**src/rtl/irq_sel_pkg.sv**
```systemverilog
package irq_sel_pkg;
  localparam int IDX_W = 4;
  localparam int NUM_RULED = 10;
  localparam int WAKE_W = 5;
  // Pending bit positions; the index output carries the same values.
  localparam logic [IDX_W-1:0] IDX_RST    = 4'd0;
  localparam logic [IDX_W-1:0] IDX_MCK    = 4'd1;
  localparam logic [IDX_W-1:0] IDX_EXT    = 4'd2;
  localparam logic [IDX_W-1:0] IDX_HDEC   = 4'd3;
  localparam logic [IDX_W-1:0] IDX_DEC    = 4'd4;
  localparam logic [IDX_W-1:0] IDX_DBELL  = 4'd5;
  localparam logic [IDX_W-1:0] IDX_HDBELL = 4'd6;
  localparam logic [IDX_W-1:0] IDX_HMI    = 4'd7;
  localparam logic [IDX_W-1:0] IDX_PERF   = 4'd8;
  localparam logic [IDX_W-1:0] IDX_EBB    = 4'd9;
  localparam logic [IDX_W-1:0] IDX_NONE   = 4'd15;

  typedef struct packed {
    logic ext_en;
    logic hv;
    logic pr;
  } mstate_t;

  typedef struct packed {
    logic                 hit;
    logic [IDX_W-1:0]     idx;
  } pick_t;
endpackage

```
**src/rtl/irq_wake_pick.sv**
```systemverilog
module irq_wake_pick
  import irq_sel_pkg::*;
#(
  parameter int PEND_W = 12
) (
  input  logic [PEND_W-1:0] pend,
  input  logic [WAKE_W-1:0] wake_en,
  output pick_t             pick
);
  localparam int NCAND = 7;

  logic [NCAND-1:0] cand;
  logic [IDX_W-1:0] cid [NCAND];

  // Candidates listed in wake priority order, slot 0 first.
  always_comb begin
    cid[0] = IDX_EXT;    cand[0] = pend[IDX_EXT]    & wake_en[2];
    cid[1] = IDX_DEC;    cand[1] = pend[IDX_DEC]    & wake_en[3];
    cid[2] = IDX_MCK;    cand[2] = pend[IDX_MCK]    & wake_en[4];
    cid[3] = IDX_HMI;    cand[3] = pend[IDX_HMI]    & wake_en[4];
    cid[4] = IDX_DBELL;  cand[4] = pend[IDX_DBELL]  & wake_en[0];
    cid[5] = IDX_HDBELL; cand[5] = pend[IDX_HDBELL] & wake_en[1];
    cid[6] = IDX_RST;    cand[6] = pend[IDX_RST];
  end

  // Scan from lowest priority upward so the earliest slot wins.
  always_comb begin
    pick.hit = 1'b0;
    pick.idx = IDX_NONE;
    for (int i = NCAND - 1; i >= 0; i--) begin
      if (cand[i]) begin
        pick.hit = 1'b1;
        pick.idx = cid[i];
      end
    end
  end
endmodule

```
**src/rtl/irq_run_pick.sv**
```systemverilog
module irq_run_pick
  import irq_sel_pkg::*;
#(
  parameter int PEND_W = 12
) (
  input  logic [PEND_W-1:0] pend,
  input  mstate_t           ms,
  input  logic              hdec_en,
  input  logic              ext_route,
  input  logic              hv_ext_block,
  input  logic              ebb_gen,
  output pick_t             pick
);
  logic hdec_ok, ext_ok, ebb_ok;

  assign hdec_ok = pend[IDX_HDEC] & hdec_en & (ms.ext_en | ~ms.hv);
  assign ext_ok  = pend[IDX_EXT] &
                   ((ms.ext_en & ~(hv_ext_block & ms.hv & ~ms.pr)) |
                    (~ext_route & ~ms.hv));
  assign ebb_ok  = pend[IDX_EBB] & ms.pr & ebb_gen;

  always_comb begin
    pick.hit = 1'b1;
    if (pend[IDX_MCK])                        pick.idx = IDX_MCK;
    else if (hdec_ok)                         pick.idx = IDX_HDEC;
    else if (ext_ok)                          pick.idx = IDX_EXT;
    else if (ms.ext_en && pend[IDX_DEC])      pick.idx = IDX_DEC;
    else if (ms.ext_en && pend[IDX_DBELL])    pick.idx = IDX_DBELL;
    else if (ms.ext_en && pend[IDX_HDBELL])   pick.idx = IDX_HDBELL;
    else if (ms.ext_en && pend[IDX_PERF])     pick.idx = IDX_PERF;
    else if (ms.ext_en && ebb_ok)             pick.idx = IDX_EBB;
    else begin
      pick.hit = 1'b0;
      pick.idx = IDX_NONE;
    end
  end
endmodule

```
**src/rtl/irq_onehot_enc.sv**
```systemverilog
module irq_onehot_enc
  import irq_sel_pkg::*;
#(
  parameter int PEND_W = 12
) (
  input  logic              valid,
  input  logic [IDX_W-1:0]  idx,
  output logic [PEND_W-1:0] vec
);
  for (genvar g = 0; g < PEND_W; g++) begin : g_bit
    if (g < NUM_RULED) begin : g_ruled
      assign vec[g] = valid && (idx == IDX_W'(g));
    end else begin : g_unruled
      assign vec[g] = 1'b0;
    end
  end
endmodule

```
**src/rtl/irq_next_sel.sv**
```systemverilog
module irq_next_sel
  import irq_sel_pkg::*;
#(
  parameter int PEND_W = 12
) (
  input  logic              clk,
  input  logic              rst,
  input  logic              halted,
  input  logic [PEND_W-1:0] pend,
  input  logic [4:0]        wake_en,
  input  logic              hdec_en,
  input  logic              ext_route,
  input  logic              hv_ext_block,
  input  logic              ext_en,
  input  logic              hv_mode,
  input  logic              prob_state,
  input  logic              ebb_gen,
  output logic              sel_valid,
  output logic [3:0]        sel_idx,
  output logic [PEND_W-1:0] sel_vec
);
  mstate_t ms;
  pick_t   wake_pick, run_pick, next_pick;
  logic    valid_q;
  logic [IDX_W-1:0] idx_q;

  assign ms = '{ext_en: ext_en, hv: hv_mode, pr: prob_state};

  irq_wake_pick #(.PEND_W(PEND_W)) u_wake (
    .pend    (pend),
    .wake_en (wake_en),
    .pick    (wake_pick)
  );

  irq_run_pick #(.PEND_W(PEND_W)) u_run (
    .pend         (pend),
    .ms           (ms),
    .hdec_en      (hdec_en),
    .ext_route    (ext_route),
    .hv_ext_block (hv_ext_block),
    .ebb_gen      (ebb_gen),
    .pick         (run_pick)
  );

  assign next_pick = halted ? wake_pick : run_pick;

  always_ff @(posedge clk) begin
    if (rst) begin
      valid_q <= 1'b0;
      idx_q   <= IDX_NONE;
    end else begin
      valid_q <= next_pick.hit;
      idx_q   <= next_pick.idx;
    end
  end

  irq_onehot_enc #(.PEND_W(PEND_W)) u_enc (
    .valid (valid_q),
    .idx   (idx_q),
    .vec   (sel_vec)
  );

  assign sel_valid = valid_q;
  assign sel_idx   = idx_q;
endmodule

```
**config.mk**
```make
export PLATFORM = sky130hd
export DESIGN_NAME = irq_next_sel
export DESIGN_NICKNAME = d
export VERILOG_FILES = /design/src/rtl/irq_sel_pkg.sv /design/src/rtl/irq_wake_pick.sv /design/src/rtl/irq_run_pick.sv /design/src/rtl/irq_onehot_enc.sv /design/src/rtl/irq_next_sel.sv
export SDC_FILE = /design/constraint.sdc
export NUM_CORES = 1
export LEC_CHECK = 0
export BUFFER_PORTS_ARGS = -buffer_cell sky130_fd_sc_hd__buf_2
export CAP_MARGIN = 10
export CORE_AREA = 2 2 39 41
export CTS_CLUSTER_DIAMETER = 60
export CTS_CLUSTER_SIZE = 25
export DETAILED_ROUTE_END_ITERATION = 12
export DIE_AREA = 0 0 41 43
export GPL_ROUTABILITY_DRIVEN = 0
export PLACE_DENSITY = 0.78
export SETUP_SLACK_MARGIN = 0.05
export SYNTH_ARGS = -nofsm -noshare
export SYNTH_HDL_FRONTEND = slang
export SYNTH_SLANG_ARGS = --single-unit
```
**constraint.sdc**
```tcl
create_clock -name clk -period 3 [get_ports clk]
set_input_delay 0.6 -clock clk [delete_from_list [all_inputs] [get_ports clk]]
set_output_delay 0.6 -clock clk [all_outputs]
set_load 0.05 [all_outputs]
```
==> reports/metrics.cfg <==
[synth]
async_flop_share_pct=0
synthFlopType=dfxtp_1
syn_inst=67
synthTopCellsByArea=dfxtp_1 (21%), o21ai_0 (9.4%), nor2_1 (7.0%), nand2_1 (4.7%), nand3b_1 (4.7%)
synth_warnings=0
syn_area_um2=482
yosysTopAreaCell=dfxtp_1
netlist_top_cells_count=nor2_1 (9), o21ai_0 (9), nand2_1 (6)
synth_cell_type_count=30
synth-edff-count=0
synth.top_cell.area_share_pct=20.8
synth_seq_cells=5
syn_area_per_cell_um2=7.19
yosysSeqAreaShare_pct=20.8

[final_layout]
nets=137
syn_to_final_growth_pct=47.8
finalInstanceArea_um2=712
multiInputGateArea_um2=370
fillers=144
final_cells=125
n_antenna_cell=0
final_util_pct=51.4
seq_area_um2=100
drive_gt1_share_pct=42.2

[detailed_routing]
drt_iter0_markers=12
num_vias=683
wl_per_cell_um=10.6
viasPerCell=5.46
dr.pass1.iters=5
routed_wl_mm=1.33
ant_nets=0
drc=0

[min_path]
hold_depth=2
worst_hold_path.endpoint=sel_valid
min_from=halted
worstHoldPathType=primary input to flip-flop

[power_and_ir_drop]
leakage_uw=0.000353
powerDensity_nw_per_um2=368
vdd_drop_max_mv=0.128

[timing]
rsz0062_at_grt=no
hold_violations=0
finalSetupViolCount=0
whs_ps=610
fin_crit_ps=2120
max_freq_ghz=0.471
period_share_pct=70.8
drv_slew=0
tns_ps=0

[worst_setup_path]
worstPathRequired_ps=2400
crit_path_max_fanout=4
worst_setup_path_start_kind=flip-flop
cp-end-kind=output port
arrival_ps=1520
path_class=flip-flop to output port

[placed_design]
io_buffer_count=39
dp.cells=121
place_area_um2=686
place_hpwl_mm=1.09

[cts]
cts.sinks=5
clk_pin_slew_ps=40
cts_setup_buffers=0
htree_levels=1
clockBufferDepth=2
post_cts_resized=0
cts_tree=done
cts_buffers=3
cts_root_buffer=clkbuf_4
holdBufCountCts=0

[floorplanning]
die_h_um=43
io_pins=44
coreArea_um2=1380
die_w_um=41
start_util_pct=34.8
rows=14
die_area_um2=1760

[grt]
grt_pass1_wl_mm=2.00
antenna_found_initial=0
grt_max_degree=8
grt_overflow_total=0
track_usage_pct=16.7
grt_pass1_vias=543

[flow_run]
maxCapViolCount=0

[outcome]
status=completed

==> power by group <==
part	switching (uW)	internal, uW
clock	24.0	50.0
sequential	6.43	72.8
combinational	72.1	36.6
total	103	160
==> critical path, cell delays in order (launching register included) <==
cell	delay (ps)
dfxtp_1	350
or3b_2	510
nor3_1	150
buf_2	290
==> area by class of cell <==
type                    count  area share [%]
clock buffers               4            3.69
multi-input cells          61            52.0
flip-flops and latches      5            14.1
well taps                  16            2.81
repair buffers             39            27.4
==> flip-flops by register name (all words and copies together), names as in the netlist <==
signal     count
sel_idx        4
sel_valid      1
==> per-stage QoR <==
stage          power (uW)  worst slack (ps)
2_1_floorplan         152               171
3_3_place_gp          186              1140
3_5_place_dp          188              1120
4_1_cts               266               863
5_1_grt               282               769
6_report              262               875
==> cells in the final DEF, fill, tap and decap left out, types with 3 or more instances in the layout <==
cell type,netlist,routed
nand3b_1,3,3
nor2_1,9,9
o21ai_0,9,9
nor3_1,3,3
buf_2,0,39
nand2_1,6,6
a31oi_1,3,3
dfxtp_1,5,5
clkbuf_4,0,3
==> cell families after synthesis <==
logic type / Yosys count / synth area share (%)
and+or+nand+nor: 31 / 33.0
AOI/OAI and AO/OA: 28 / 42.3
DFF: 5 / 20.8
buffers and inverters: 2 / 3.12
other: 1 / 0.778
==> routing by layer <==
metal | GRT usage [%] | up-vias | routed length [um]
met5 | 0 | - | 0
met4 | 14.0 | 0 | 31
met3 | 3.66 | 5 | 156
met2 | 26.3 | 42 | 605
met1 | 17.4 | 292 | 534
li1 | - | 344 | -
==> worst max-delay path by stage <==
| stage | from | endpoint | slack, ps | cells past startpoint |
|---|---|---|---|---|
| after floorplan | sel_valid | sel_vec[0] | 170 | 2 |
| after global placement | pend[6] | sel_idx[1] | 1140 | 5 |
| after detailed placement | sel_valid | sel_vec[0] | 1120 | 3 |
| after CTS | sel_valid | sel_vec[0] | 860 | 3 |
| after global routing | sel_valid | sel_vec[0] | 770 | 3 |
| final | sel_valid | sel_vec[0] | 880 | 3 |
No activity file was read; power rests on OpenSTA's default activity.
